===== config.mk =====
export PLATFORM = sky130hd
export DESIGN_NAME = vls_single_decode
export DESIGN_NICKNAME = d
export VERILOG_FILES = /design/src/rtl/vls_single_decode.sv
export SDC_FILE = /design/constraint.sdc
export NUM_CORES = 1
export LEC_CHECK = 0
export ABC_AREA = 1
export BUFFER_PORTS_ARGS = -buffer_cell sky130_fd_sc_hd__buf_2
export CAP_MARGIN = 25
export CORE_MARGIN = 1.5
export CORE_UTILIZATION = 32
export DETAILED_ROUTE_END_ITERATION = 10
export PLACE_DENSITY = 0.84
export SYNTH_ARGS = -nofsm -noshare
export SYNTH_HDL_FRONTEND = slang
export SYNTH_SLANG_ARGS = --single-unit

===== constraint.sdc =====
create_clock -name vclk -period 1.1
set_input_delay 0.22 -clock vclk [all_inputs]
set_output_delay 0.22 -clock vclk [all_outputs]
set_load 0.01 [all_outputs]

===== src/rtl/vls_single_decode.sv =====
module vls_single_decode #(
  parameter int RW = 5
) (
  input  logic [31:0]   insn,
  output logic          valid,
  output logic          undef,
  output logic          no_match,
  output logic          is_load,
  output logic [RW-1:0] tgt_reg,
  output logic [RW-1:0] base_reg,
  output logic [RW-1:0] ofs_reg,
  output logic [2:0]    elem_count,
  output logic [6:0]    elem_bits,
  output logic [3:0]    lane_idx,
  output logic          replicate,
  output logic [7:0]    reg_bits,
  output logic          wback,
  output logic          tag_chk,
  output logic          use_imm,
  output logic [5:0]    imm_bytes
);
  localparam logic [6:0]    FIX_NOOFS = 7'b0011010;
  localparam logic [6:0]    FIX_POST  = 7'b0011011;
  localparam logic [RW-1:0] ALL_ONES  = {RW{1'b1}};

  logic       q, l, r, s;
  logic [2:0] opc;
  logic [1:0] sz;
  logic       form_noofs, form_post, match;
  logic [1:0] scale;
  logic       bad;

  assign q   = insn[30];
  assign l   = insn[22];
  assign r   = insn[21];
  assign opc = insn[15:13];
  assign s   = insn[12];
  assign sz  = insn[11:10];

  assign tgt_reg  = insn[4:0];
  assign base_reg = insn[9:5];
  assign ofs_reg  = insn[20:16];

  assign form_noofs = !insn[31] && insn[29:23] == FIX_NOOFS && insn[20:16] == '0;
  assign form_post  = !insn[31] && insn[29:23] == FIX_POST;
  assign match      = form_noofs || form_post;

  always_comb begin
    bad       = 1'b0;
    replicate = 1'b0;
    lane_idx  = '0;
    scale     = opc[2:1];
    case (opc[2:1])
      2'b11: begin
        replicate = 1'b1;
        bad       = !l || s;
        scale     = sz;
      end
      2'b00: lane_idx = {q, s, sz};
      2'b01: begin
        bad      = sz[0];
        lane_idx = {1'b0, q, s, sz[1]};
      end
      default: begin
        bad = sz[1];
        if (!sz[0]) begin
          lane_idx = {2'b00, q, s};
        end else begin
          bad      = bad || s;
          lane_idx = {3'b000, q};
          scale    = 2'b11;
        end
      end
    endcase
  end

  assign no_match = !match;
  assign undef    = match && bad;
  assign valid    = match && !bad;
  assign is_load  = l;

  assign elem_count = {1'b0, opc[0], r} + 3'd1;
  assign elem_bits  = 7'd8 << scale;
  assign reg_bits   = 8'd64 << q;
  assign imm_bytes  = {3'b000, elem_count} << scale;

  assign wback   = form_post;
  assign tag_chk = wback || base_reg != ALL_ONES;
  assign use_imm = form_post && ofs_reg == ALL_ONES;
endmodule


==> results.txt <==
outcome: finished with violations
failing checks: negative setup slack
I/O Pins: 83
via count: 850
Final Worst Setup Slack: -0.0855 ns
vias in the first global route: 684
crit-path cells: buf_8 > ha_4 > inv_4 > nand2_4 > nand2_2 > nor2_2 > buf_2
initial antenna violation count: 0
GRT Total Usage: 16.0%
# clk buffers: 0
Comb pwr share: 100.0%
most used routing layer: met2
first-pass GRT wire length: 2620 µm
Buf/Inv on CP: 3
post-synthesis average cell area: 5.31 µm²
arrival time worst endpoint: 0.97 ns
Internal: 0.204 mW
post-layout min period: 1.19 ns
pwr dens: 416 mW/mm²
input/output buffers: 64
Reg power frac: 0%
Site Rows: 15
Slew Limit Fails: 0
Hold Buf Count CTS: 0
Seq cells: 0
DP Wirelength: 1410 µm
layout cell share with drive strength beyond 1: 65.3%
die height: 46.3 µm
CP required: 0.88 ns
period utilization: 108%
Initial DRC Count: 9
Yosys Warn Count: 0
MaxCap Viol Count: 0
Pleak: 0.642 nW
critical setup path kind: primary input to primary output
Largest stage delay, worst path: 0.26 ns
Hold Crit Class: primary input to primary output
Fmax: 844 MHz
Core ar.: 0.00175 mm²
die area: 0.00215 mm²
drt via density: 4.36
area growth from synthesis to layout: 77.5%
crit-path max FO: 2
global routing met2 resource utilization: 38.1%
most frequent cells in the layout: 56 x buf_2, 18 x nand2_1, 11 x inv_1, 11 x buf_4
GRT overflow: 0
DR WL/cell: 9.75 µm
DRC: 0
Hold Vio Cnt, Final: 0
final setup fails: 11
RSZ-0062 raised after global routing: true
routing usage on met1: 13.8%
DP Worst Slack: -0.138 ns
VDD IR max: 0.236 mV
DRT Pass-1 Iters: 3
Die X: 46.3 µm
Clk pwr share: 0%
n_diodes: 0
leading cell type in the layout, fill and taps excluded: buf_2
post-synthesis cell type count: 18
routing usage on met3: 1.57%
sequential cell area fraction in the yosys report: 0%
sw frac: 53.9%
Synth Instances: 113
initial core utilization: 34.4%
Routability Congestion: 0.737
NetSw: 0.239 mW
Tot Pwr: 0.443 mW
DRT antenna net count: 0
synthesized area: 601 µm²
placed cell area: 870 µm²
largest net degree at the start of global routing: 8
Final nets: 205
Critical Path Start Type: primary input
Routed WL: 1900 µm
FF+latch area: 0 µm²
Design Area, Final: 0.00107 mm²
Worst path slowest cell: ha_4
Crit. End Element: primary output
postcts setup bufs: 0
crit-path leading delay family: buffers and inverters
fillers: 177
kinds of logic (layout without fill, tap and decap cells):
kind of cell / after synthesis / in the layout / share of synthesized area, %
AND/OR/NAND/NOR: 61 / 61 / 45.4
adder cells (fa/ha/maj): 1 / 1 / 2.08
AO/OA/AOI/OAI: 6 / 6 / 7.71
buffers and inverters: 44 / 93 / 44.2
other: 1 / 9 / 0.624
final cells by class:
class,instances,area [µm²],share of cell area (%)
inverters,18,87.6,8.22
well taps,25,31.3,2.93
repair buffers,75,474,44.5
multi-input cells,77,473,44.4
repair_timing:
item | 4_1_cts | 5_1_grt
endpoints found under the hold margin | 0 | 0
gates resized for setup | 27 | 29
pin swaps | 8 | 13
endpoints found under the setup margin | 17 | 18
synthesized netlist by cell type (all sizes together):
master  instances  share of area, %
o21ai           3               4.4
nand3b          3               3.7
nor2           19                13
o22ai           2               2.1
nand3           8               6.7
conb            1              0.62
nor3            2               2.5
ha              1               2.1
nand2          29                19
buf            26                33
inv            18                12
o211ai          1               1.3
metal layers:
layer	wire (µm)	up-vias
met5	0	-
met4	22	0
met3	197	2
met2	1090	57
met1	588	364
li1	-	427
per-stage QoR:
stage	utilization, %	setup TNS (ns)	instances	hold slack [ns]
floorplan	-	0	121	0.473
detailed placement	49.8	-1.29	195	0.440
global route	61.1	-1.15	195	0.440
CTS	55.7	-0.429	195	0.440
global placement	49.8	-1.20	195	0.440
finish	61.1	-0.507	195	0.440
worst paths after layout:
kind | startpoint | endpoint | slack (ns) | cells after the start
hold / removal | insn[0] | tgt_reg[0] | 0.44 | 0
setup / recovery | insn[21] | imm_bytes[1] | -0.09 | 7
power groups by stage:
stage               registers [mW]  clock network (mW)  logic [mW]
finish                           0                   0       0.443
global route                     0                   0       0.488
CTS                              0                   0       0.397
detailed placement               0                   0       0.352
global placement                 0                   0       0.348
floorplan                        0                   0       0.244
No activity file was read; power rests on OpenSTA's default activity.
